--- src/rtl/dma_ring_addr.sv ---
module dma_ring_addr #(
  parameter int AW = 16,
  parameter int LW = 16,
  parameter int DW = 16
) (
  input  logic          clk,
  input  logic          rst_n,
  input  logic          cfg_start_we,
  input  logic [AW-1:0] cfg_start,
  input  logic          cfg_len_we,
  input  logic [LW-1:0] cfg_len,
  input  logic          sample_valid,
  input  logic [DW-1:0] sample_data,
  output logic          dma_req,
  input  logic          dma_gnt,
  output logic          mem_we,
  output logic [AW-1:0] mem_addr,
  output logic [DW-1:0] mem_wdata,
  output logic          wrap
);
  logic [AW-1:0] start_q, addr_cnt;
  logic [LW-1:0] len_q, rem_cnt;
  logic [DW-1:0] data_q;

  wire idle = !dma_req;
  wire xfer = dma_req && dma_gnt;
  wire last = (rem_cnt == LW'(1));
  wire take = sample_valid && idle && (len_q != '0);

  always_ff @(posedge clk) begin
    if (!rst_n) begin
      start_q   <= '0;
      len_q     <= '0;
      addr_cnt  <= '0;
      rem_cnt   <= '0;
      data_q    <= '0;
      dma_req   <= 1'b0;
      mem_we    <= 1'b0;
      mem_addr  <= '0;
      mem_wdata <= '0;
      wrap      <= 1'b0;
    end else begin
      mem_we <= xfer;
      wrap   <= xfer && last;
      if (xfer) begin
        mem_addr  <= addr_cnt;
        mem_wdata <= data_q;
      end

      if (take) begin
        dma_req <= 1'b1;
        data_q  <= sample_data;
      end else if (xfer) begin
        dma_req <= 1'b0;
      end

      if (cfg_start_we) start_q <= cfg_start;
      if (cfg_len_we)   len_q   <= cfg_len;

      if (xfer) begin
        if (last) begin
          addr_cnt <= start_q;
          rem_cnt  <= len_q;
        end else begin
          addr_cnt <= addr_cnt + AW'(1);
          rem_cnt  <= rem_cnt - LW'(1);
        end
      end else if (idle) begin
        if (cfg_start_we) addr_cnt <= cfg_start;
        if (cfg_len_we)   rem_cnt  <= cfg_len;
      end
    end
  end
endmodule


--- config.mk ---
export PLATFORM = sky130hd
export DESIGN_NAME = dma_ring_addr
export DESIGN_NICKNAME = d
export VERILOG_FILES = /design/src/rtl/dma_ring_addr.sv
export SDC_FILE = /design/constraint.sdc
export NUM_CORES = 1
export LEC_CHECK = 0
export BUFFER_PORTS_ARGS = -buffer_cell sky130_fd_sc_hd__buf_2
export CORE_UTILIZATION = 35
export CTS_CLUSTER_SIZE = 8
export DETAILED_ROUTE_END_ITERATION = 6
export PLACE_DENSITY = 0.52
export SETUP_SLACK_MARGIN = 0.1
export SYNTH_ARGS = -nofsm -noshare
export SYNTH_HDL_FRONTEND = slang
export SYNTH_SLANG_ARGS = --single-unit
--- constraint.sdc ---
create_clock -name clk -period 4.7 [get_ports clk]
set_clock_uncertainty 0.1 [all_clocks]
set_input_delay 0.235 -clock clk [delete_from_list [all_inputs] [get_ports clk]]
set_output_delay 0.235 -clock clk [all_outputs]
set_load 0.005 [all_outputs]
# Yosys cells after proc, flatten, opt, wreduce, memory -nomap -nowiden
# Index checks and enable logic that the tools add are counted.
[op_classes]
addsub = 2
n_eq_ne = 2
n_mux = 10
n_reduce_logical = 11
[ops]
columns = ["operator", "n"]
rows = [
  ["$mux W16", 8],
  ["$add A16 B1 Y16 const B", 1],
  ["$eq A16 B1 Y1 const B", 1],
  ["$reduce_bool A16 Y1", 1],
  ["$sub A16 B1 Y16 const B", 1],
  ["$reduce_bool A2 Y1", 3],
  ["$logic_and A1 B1 Y1", 4],
  ["$reduce_and A2 Y1", 2],
  ["$mux W1", 2],
  ["$ne A2 B1 Y1 const B", 1],
  ["$logic_not A1 Y1", 1],
]
[totals]
ff_bits = 115
input_bits = 54
out_inout_bits = 35
elab_cells = 35

# Logic depth before layout (Yosys ltp)
# Gate-level depths: netlist of run 1.
[depth]
word_depth = 4
mapped_depth = 9
ltp_nobuf = 7

# Worst setup path after synthesis of run 1
# No wires, ideal clock.
[synth_timing]
kind = "reg-to-reg"
startpoint = "register rem_cnt[0]"
endpoint = "register rem_cnt[11]"
arrival_time_ns = 1.720
path_slack_ns = 2.742
stages_incl_launch_ff = 9
period_less_slack_ns = 1.958
path_cell_list = "dfxtp_1 > ha_1 > nor4b_4 > nand2_2 > or2_1 > buf_6 > buf_6 > o31ai_1 > a211oi_1"
[synth_via]
elab_chain_len = 3
[synth_lines]
columns = ["item", "line", "source"]
rows = [
  ["start, declared", "22", "logic [LW-1:0] len_q, rem_cnt;"],
  ["start signal, assigned", "63", "rem_cnt <= len_q;"],
  ["start signal, assigned", "66", "rem_cnt <= rem_cnt - LW'(1);"],
  ["start signal, assigned", "70", "if (cfg_len_we) rem_cnt <= cfg_len;"],
  ["$sub A16 B1 Y16 or $eq A16 B1 Y1 (tied branches)", "66, 27", ""],
  ["$mux W16 *", "61", "if (last) begin"],
  ["$mux W16 *", "60", "if (xfer) begin"],
]
# Mark *: on every way between the ends. The rest lies on a longest branch, timed or not.
# A chain may end at the register's enable or synchronous reset.

# Final worst setup path of run 1
[layout_timing]
startpoint = "register rem_cnt[9]"
endpoint = "register rem_cnt[10]"
# Same word-level chain as after synthesis.

==> flow_metrics.tcl, run 1 <==
set metrics [dict create \
    cp-end-kind "register" \
    startpoint_type "register" \
    root_buffer "clkbuf_16" \
    path_common_cell "nor3_1" \
    synthFlopType "dfxtp_1" \
    r2r_slack_ps 1970 \
    final_common_cell "dfxtp_1" \
    hold_ws_ps 6.989 \
    tns_ps 0 \
    synth-seq-cells 115 \
    grt_pass1_vias 4753 \
    mostFrequentLayoutCells "dfxtp_1 (115), nand2_1 (96), buf_2 (88)" \
    drive_above_1_share_pct 20.03 \
    fp.dieW_um 126.2 \
    clock-sinks 115 \
    drt_iter0_markers 197 \
    cts_resized 0 \
    clock.fmax_mhz 366.0 \
    clk_pin_slew_worst_paths_ps 50 \
    min_from "cfg_len[14]" \
    drtPass1Iterations 4 \
    grt_overflow 0 \
    synth_cell_types 58 \
    r2r-end "rem_cnt[10]" \
    critPathArrivalTime_ps 2940 \
    cts_tree "built" \
    relSlewSlack_pct 12.99 \
    dp_hpwl_um 9912 \
    htree_levels 4 \
    clock_latency_ps 430 \
    io_pins 89 \
    worstPathRequired_ps 4910 \
    critical_path_class "register to register" \
    final-seq-area_um2 2302 \
    tightest_slew_ps 1305 \
    p_leak_uw 0.002889 \
    grt_max_degree 50 \
    via_count 4888 \
    hp-class "primary input to register" \
    die_h_um 126.2 \
    setup_viol 0 \
    dieArea_um2 15920 \
    hold-path-endpoint "len_q[14]" \
    seq_area_frac_synth_pct 42.67 \
    fin_crit_sh_pct 58.13 \
    holdBufCountCts 45 \
    syn-cell-area_um2 5395 \
    p_per_area_nw_per_um2 422.0 \
    routed_wl_um 15010 \
    r2r-start "rem_cnt[9]" \
    grt_use_total_pct 19.69 \
    start_util_pct 35.62 \
    postRouteAntennaNets 0 \
    syn_to_final_growth_pct 30.31 \
    postSynthAreaPerCell_um2 8.564 \
    slowest_stage "or2_1" \
    drv_cap 0 \
    place_ws_ps 1915 \
    r2r_cells 5 \
    grt_pass1_wl_um 24250 \
    core_area_um2 15150 \
    fin_nets 798 \
    multi_input_area_um2 2856 \
    clockBufferDepth 2 \
    crit_chain "nor3_1 > nand3_1 > or2_1 > nor3_1 > a2111oi_1" \
    yosysWarnings 0 \
    dp_cells 865 \
    cts_made_buffers 17 \
    gp_congestion 0.8090 \
    irDropWorstVdd_uv 245.7 \
    slew_viol_final 0 \
    io_buffers 88 \
    syn_nets 687 \
    hold_viol 0 \
    wl_per_cell_um 15.93 \
    antenna_found_initial 0 \
    rsz0062_at_grt "no" \
    max_stage_delay_ps 1050 \
    period_needed_ps 2732 \
    num_rows 45 \
    holdPathStages 3 \
    cp_max_fo 28 \
    vias_per_cell 5.189 \
    antennaDiodeCount 0 \
    worst_slack_ps 1968 \
    final_cells 942 \
    synth-edff-count 0 \
    synthCells 630 \
    n_fill_cell 1499 \
    async_flop_share_pct 0 \
    post_cts_buffers 0 \
    total_power_uw 2967 \
    drc 0 \
    status "completed" \
]
cell type report:
| type | instances | share of cell area, % |
|---|---|---|
| multi-input combinational | 459 | 40.63 |
| clock inverter | 13 | 3.292 |
| timing repair buffer | 137 | 13.10 |
| sequential | 115 | 32.75 |
| tap | 188 | 3.346 |
| inverter | 11 | 0.5873 |
| clock buffer | 19 | 6.300 |
state kept, by name, summed over array words and instances (netlist names), 16 cells and up:
name,count
addr_cnt,16
data_q,16
len_q,16
mem_addr,16
mem_wdata,16
rem_cnt,16
start_q,16
synth_stat cells, drive strengths merged (2+ instances only):
cell type  number  share of area (%)
dfxtp         115                 43
a31oi           7               0.81
nor4            9                1.4
inv            11               0.77
xor2            9                1.5
o22ai           3               0.35
xnor2          11                1.8
o311ai          3               0.90
o32ai           4               0.65
o31ai           2               0.28
a221oi          2               0.32
nor2           77                5.6
nor2b           4               0.46
nand2          98                6.9
mux2           11                2.3
a2111oi         8                1.6
a21oi          48                4.5
a211oi          4               0.56
o221ai          2               0.32
o21ai          41                3.8
nand2b          4               0.46
nor3           18                2.0
mux2i          62                 12
clkbuf         25                1.7
nand3           6               0.56
ha              3               0.70
buf            20                2.1
nand4           5               0.58
power by group:
| group | switching, uW | internal, uW | leakage (uW) | total (uW) |
|---|---|---|---|---|
| registers | 70.7 | 1030 | 0.000943 | 1110 |
| logic | 206 | 172 | 0.00163 | 378 |
| clock network | 477 | 1010 | 0.000311 | 1480 |
per-layer routing:
metal | global-route usage [%] | vias to the layer above | routed length [um]
met5 | 0 | - | 0
met4 | 8.717 | 0 | 285
met3 | 5.565 | 25 | 820
met2 | 31.04 | 131 | 6987
met1 | 25.02 | 2298 | 6915
li1 | - | 2434 | -
metrics by stage:
| stage | utilization, % | area, um^2 |
|---|---|---|
| 5_1_grt | 46.42 | 7030 |
| 3_5_place_dp | 38.99 | 5906 |
| 4_1_cts | 46.42 | 7030 |
| 2_1_floorplan | - | 5395 |
| 3_3_place_gp | 38.99 | 5906 |
| 6_report | 46.42 | 7030 |
cells by family (layout without fill, tap and decap cells):
| family | after synthesis | count (layout) | share of synthesized area [%] |
|---|---|---|---|
| and+or+nand+nor | 230 | 230 | 19.46 |
| AOI/OAI and AO/OA | 133 | 133 | 15.54 |
| DFF | 115 | 115 | 42.67 |
| muxes | 73 | 73 | 13.80 |
| buffers and inverters | 56 | 180 | 4.592 |
| xor gates and xnor gates | 20 | 20 | 3.247 |
| adders and majority gates | 3 | 3 | 0.6958 |
worst max path at each step:
stage / end / start / cells after the start
finish: rem_cnt[10] / rem_cnt[9] / 5
global route: rem_cnt[10] / dma_req / 3
CTS: rem_cnt[10] / dma_req / 3
detailed placement: rem_cnt[10] / dma_req / 3
global placement: rem_cnt[10] / dma_req / 3
floorplan: rem_cnt[11] / rem_cnt[0] / 8
worst max-delay path, delay by kind of cell (launching register included):
family           cells  cell delay [ps]
AND/OR/NAND/NOR      4             1670
flip-flops           1              470
AO/OA/AOI/OAI        1              370
Note: power is estimated with default switching activity, not from simulation.
==> inputs of run 2 (changes only) <==
--- a/config.mk
+++ b/config.mk
@@ -9,7 +9,7 @@
 export CORE_UTILIZATION = 35
 export CTS_CLUSTER_SIZE = 8
 export DETAILED_ROUTE_END_ITERATION = 6
-export PLACE_DENSITY = 0.52
+export PLACE_DENSITY = 0.54
 export SETUP_SLACK_MARGIN = 0.1
 export SYNTH_ARGS = -nofsm -noshare
 export SYNTH_HDL_FRONTEND = slang
==> constraint.sdc (replaced) <==
create_clock -name clk -period 2.3 [get_ports clk]
set_clock_uncertainty 0.1 [all_clocks]
set_input_delay 0.115 -clock clk [delete_from_list [all_inputs] [get_ports clk]]
set_output_delay 0.115 -clock clk [all_outputs]
set_load 0.005 [all_outputs]
==> run 2 against run 1 <==
Design area rose by 3.3%. Final cell count rose by 3.2%. Combinational power rose by 130%. Sequential power rose by 100%. Worst setup slack got worse by 1800 ps. Sequential cell count did not move. Count of clock-buffer cells in the layout fell by 1. Utilization rose by 1.5 points. Register-to-register slack got worse by 1800 ps. Total power rose by 96%. Critical endpoint is now addr_cnt[1]. Largest power group unchanged.
==> flow_metrics.tcl, run 2 (synthesis results as in run 1) <==
set metrics [dict create \
    cp_max_fo 23 \
    worst-path-buf-inv 2 \
    place_ws_ps 73.72 \
    tns_ps 0 \
    mostFrequentLayoutCells "dfxtp_1 (114), nand2_1 (96), buf_2 (88)" \
    io_buffers 88 \
    routed_wl_um 15340 \
    root_buffer "clkbuf_16" \
    start_util_pct 35.62 \
    via_count 5037 \
    grt_pass1_wl_um 25160 \
    final_common_cell "dfxtp_1" \
    max_stage_delay_ps 330 \
    status "completed" \
    fp.dieW_um 126.2 \
    p_leak_uw 0.003023 \
    cts_made_buffers 17 \
    slowest_stage "dfxtp_1" \
    cp_top_family "simple AND/OR/NAND/NOR gates" \
    period_needed_ps 2101 \
    fin_nets 828 \
    crit_chain "inv_1 > ha_2 > nor4b_4 > nand2_2 > or2_1 > buf_8 > mux2i_1 > a221oi_1" \
    htree_levels 4 \
    dieArea_um2 15920 \
    clock-sinks 115 \
    p_per_area_nw_per_um2 802.7 \
    die_h_um 126.2 \
    slew_viol_final 0 \
    vias_per_cell 5.182 \
    syn_to_final_growth_pct 34.58 \
    clock.fmax_mhz 475.9 \
    setup_viol 0 \
    drtPass1Iterations 4 \
    antennaDiodeCount 0 \
    postRouteAntennaNets 0 \
    worstPathRequired_ps 2530 \
    irDropWorstVdd_uv 602.1 \
    final_cells 972 \
    dp_hpwl_um 10370 \
    grt_max_degree 44 \
    n_fill_cell 1465 \
    drt_iter0_markers 285 \
    relSlewSlack_pct 58.38 \
    worst_slack_ps 198.6 \
    rsz0062_at_grt "yes" \
    clk_pin_slew_worst_paths_ps 60 \
    hp-class "primary input to register" \
    hold_viol 0 \
    drive_above_1_share_pct 23.98 \
    clock_latency_ps 420 \
    critical_path_class "register to register" \
    fin_crit_sh_pct 91.36 \
    grt_pass1_vias 4994 \
    critPathArrivalTime_ps 2330 \
    startpoint_type "register" \
    gp_congestion 0.8279 \
    wl_per_cell_um 15.78 \
    cts_tree "built" \
    antenna_found_initial 0 \
    io_pins 89 \
    grt_overflow 0 \
    num_rows 45 \
    cp-end-kind "register" \
    dp_cells 888 \
    grt_use_total_pct 20.29 \
    core_area_um2 15150 \
    clockBufferDepth 2 \
    tightest_slew_ps 623.6 \
    drc 0 \
    drv_cap 0 \
]
[run 2: cell types whose count changed in the layout (fill, tap and decap cells not counted), sizes merged]
cell | previous run | this run
clkinvlp | 5 | 3
inv | 11 | 15
bufinv | 6 | 3
buf | 92 | 119
dlygate4sd3 | 45 | 48
clkbuf | 19 | 18
clkinv | 2 | 4
[run 2: cell type report]
class	instances	area [um^2]	share of cell area, %
clock buffer	18	429.2	5.911
clock inverter	14	178.9	2.464
inverter	11	41.29	0.5687
multi-input combinational	459	2899	39.93
sequential	115	2303	31.72
tap	188	235.2	3.240
timing repair buffer	167	1174	16.16
[run 2: routing by layer]
layer  GRT usage, %  share of wire, %  vias up
li1               -                 -     2490
met1          25.08                45     2372
met2          33.12                47      145
met3          5.310               5.5       30
met4          9.142               2.3        0
met5              0                 0        -
[run 2: power breakdown]
group          internal, uW  leakage [uW]  switching (uW)
Clock                  1720      0.000288            1010
Sequential             2110      0.000943             119
Combinational           405       0.00179             466
[run 2: worst paths after layout]
check	start	endpoint	slack (ps)	cells after the start
worst max-delay path	rem_cnt[1]	addr_cnt[1]	200	8
worst min-delay path	rst_n	dma_req	20	3
worst max register to register	rem_cnt[1]	addr_cnt[1]	200	8
worst min register to register	mem_addr[13]	mem_addr[13]	350	2
[run 2: timing repair]
item | CTS | global route
buffers inserted | 1 | 3
endpoints found under the setup margin | 4 | 20
pin swaps | 0 | 0
hold buffers | 48 | 0
cloned | 0 | 0
hold endpoints to repair | 57 | 0
resized for setup | 0 | 12
[run 2: metrics by stage]
| stage | hold WS (ps) | area, um^2 | utilization (%) | power, uW |
|---|---|---|---|---|
| 2_1_floorplan | 162.1 | 5395 | - | 2791 |
| 3_3_place_gp | 250.9 | 6091 | 40.21 | 3034 |
| 3_5_place_dp | 257.4 | 6091 | 40.21 | 3052 |
| 4_1_cts | 15.95 | 7187 | 47.45 | 5848 |
| 5_1_grt | 35.00 | 7261 | 47.94 | 6083 |
| 6_report | 22.14 | 7261 | 47.94 | 5828 |
[run 2: worst register-to-register path, stage by stage (launching register included)]
cell      delay (ps)
dfxtp_1          330
inv_1            110
ha_2             200
nor4b_4          240
nand2_2          170
or2_1            300
buf_8            200
mux2i_1          140
a221oi_1         230
==> inputs of run 3 (changes only) <==
--- a/config.mk
+++ b/config.mk
@@ -9,7 +9,7 @@
 export CORE_UTILIZATION = 35
 export CTS_CLUSTER_SIZE = 8
 export DETAILED_ROUTE_END_ITERATION = 6
-export PLACE_DENSITY = 0.54
+export PLACE_DENSITY = 0.52
 export SETUP_SLACK_MARGIN = 0.1
 export SYNTH_ARGS = -nofsm -noshare
 export SYNTH_HDL_FRONTEND = slang
==> constraint.sdc (replaced) <==
create_clock -name clk -period 2.6 [get_ports clk]
set_clock_uncertainty 0.1 [all_clocks]
set_input_delay 0.13 -clock clk [delete_from_list [all_inputs] [get_ports clk]]
set_output_delay 0.13 -clock clk [all_outputs]
set_load 0.005 [all_outputs]
==> run 3 against run 2 <==
Maximum frequency down 6.8%. Design area is 1.3% lower. Routed wire length shrank 1.3%. Combinational power decreased by 16%. Critical path depth down 2. Sequential share of layout area grew 0.40 points. Register-to-register slack gained 150 ps. Largest cell class unchanged.
==> flow_metrics.tcl, run 3 (synthesis results as in run 1) <==
set metrics [dict create \
    fp.dieW_um 126.2 \
    dpl_cell_area_um2 6038 \
    final_cells 960 \
    startpoint "rem_cnt[0]" \
    cp_max_fo 10 \
    fin_crit_sh_pct 86.76 \
    relSlewSlack_pct 50.82 \
    core_area_um2 15150 \
    die_h_um 126.2 \
    dieArea_um2 15920 \
    p_comb_share_pct 13.8 \
    irDropWorstVdd_uv 424.4 \
    io_pins 89 \
    mostFrequentLayoutCells "dfxtp_1 (115), nand2_1 (96), buf_2 (88)" \
    drv_cap 0 \
    gp_congestion 0.8334 \
    syn_to_final_growth_pct 32.84 \
    power.share.clock_pct 48.6 \
    slew_viol_final 0 \
    antenna_found_initial 0 \
    num_rows 45 \
    startpoint_type "register" \
    r2r_slack_ps 340 \
    period_needed_ps 2256 \
    via_count 4971 \
    tns_ps 0 \
    final_common_cell "dfxtp_1" \
    clockBufferDepth 2 \
    fin_nets 817 \
    dp_cells 881 \
    hp-class "primary input to register" \
    cts_resized 0 \
    grt_pass1_wl_um 24940 \
    routed_wl_um 15140 \
    p_sw_uw 1356 \
    critPathArrivalTime_ps 2440 \
    cts_made_buffers 17 \
    dp_hpwl_um 10330 \
    grt_pass1_vias 4971 \
    clk_pin_slew_worst_paths_ps 60 \
    grt_use_total_pct 19.89 \
    root_buffer "clkbuf_16" \
    hold_viol 0 \
    grt_max_degree 39 \
    vias_per_cell 5.178 \
    drtPass1Iterations 5 \
    clock.fmax_mhz 443.3 \
    postRouteAntennaNets 0 \
    antennaDiodeCount 0 \
    grt_overflow 0 \
    cts_tree "built" \
    drt_iter0_markers 360 \
    r2r_cells 6 \
    wl_per_cell_um 15.77 \
    worstPathRequired_ps 2790 \
    start_util_pct 35.62 \
    endpoint "addr_cnt[9]" \
    tightest_slew_ps 731.0 \
    status "completed" \
    clock_latency_ps 410 \
    critical_path_class "register to register" \
    htree_levels 4 \
    clock-sinks 115 \
    cp-end-kind "register" \
    final_area_um2 7167 \
    r2r-start "rem_cnt[0]" \
    p_int_uw 3927 \
    r2r-end "addr_cnt[9]" \
    p_leak_uw 0.002979 \
    swShare_pct 25.67 \
    rsz0062_at_grt "no" \
    drc 0 \
    drive_above_1_share_pct 21.63 \
    p_per_area_nw_per_um2 737.1 \
    io_buffers 88 \
    place_ws_ps 357.6 \
    p_seq_share_pct 37.6 \
    worst_slack_ps 344.2 \
    total_power_uw 5283 \
    setup_viol 0 \
]
[run 3: cell count changes in the layout (fill, tap and decap cells not counted), moves of 2 or more]
cell / before / now
buf_4: 29 / 19
a2111oi_2: 4 / 1
inv_6: 4 / 0
nor3_2: 4 / 1
a2111oi_1: 4 / 7
nor3_1: 13 / 16
bufinv_16: 3 / 5
[run 3: layer usage]
metal  track usage, %  vias to the layer above  wire length (um)
met4            7.938                        0               250
met2            32.43                      132              7010
met3            5.395                       19               873
met1            24.86                     2357              7009
li1                 -                     2463                 -
met5                0                        -                 0
[run 3: through the flow]
step	hold slack [ps]	utilization [%]
floorplan	177.1	-
global placement	264.5	39.87
detailed placement	277.7	39.87
CTS	53.95	47.32
global route	66.04	47.32
finish	80.69	47.32
[run 3: final cells by class]
| type | instances | area (um^2) |
|---|---|---|
| clock buffers | 18 | 439.2 |
| clock inverters | 13 | 209.0 |
| fillers | 1465 | 7979 |
| inverters | 11 | 41.29 |
| multi-input cells | 459 | 2856 |
| flip-flops and latches | 115 | 2302 |
| well taps | 188 | 235.2 |
| repair buffers | 156 | 1084 |
[run 3: power by group through the flow]
| stage | clock, uW | sequential, uW | combinational [uW] |
|---|---|---|---|
| finish | 2570 | 1990 | 729 |
| floorplan | 0 | 1980 | 485 |
| CTS | 2610 | 1980 | 732 |
| global route | 2710 | 2000 | 804 |
| global placement | 0 | 2020 | 657 |
| detailed placement | 0 | 2020 | 673 |
[run 3: how the worst min path moves through the flow]
stage,from,to,depth (start not counted)
after detailed placement,sample_data[12],data_q[12],3
after global placement,sample_data[6],data_q[6],3
after floorplan,cfg_start[1],start_q[1],2
after CTS,rst_n,addr_cnt[2],3
final,rst_n,addr_cnt[5],3
after global routing,rst_n,rem_cnt[8],3
[run 3: worst max-delay path: stages (launching register included)]
cell       delay, ps
dfxtp_1          430
ha_1             220
nor4b_4          320
nand2_2          180
nor2_4           280
nor2_2           190
a2111oi_1        410
[run 3: what timing repair did]
| item | in CTS | in global routing |
|---|---|---|
| hold buffers | 48 | 0 |
| endpoints found under the hold margin | 55 | 0 |
| setup buffers | 0 | 0 |
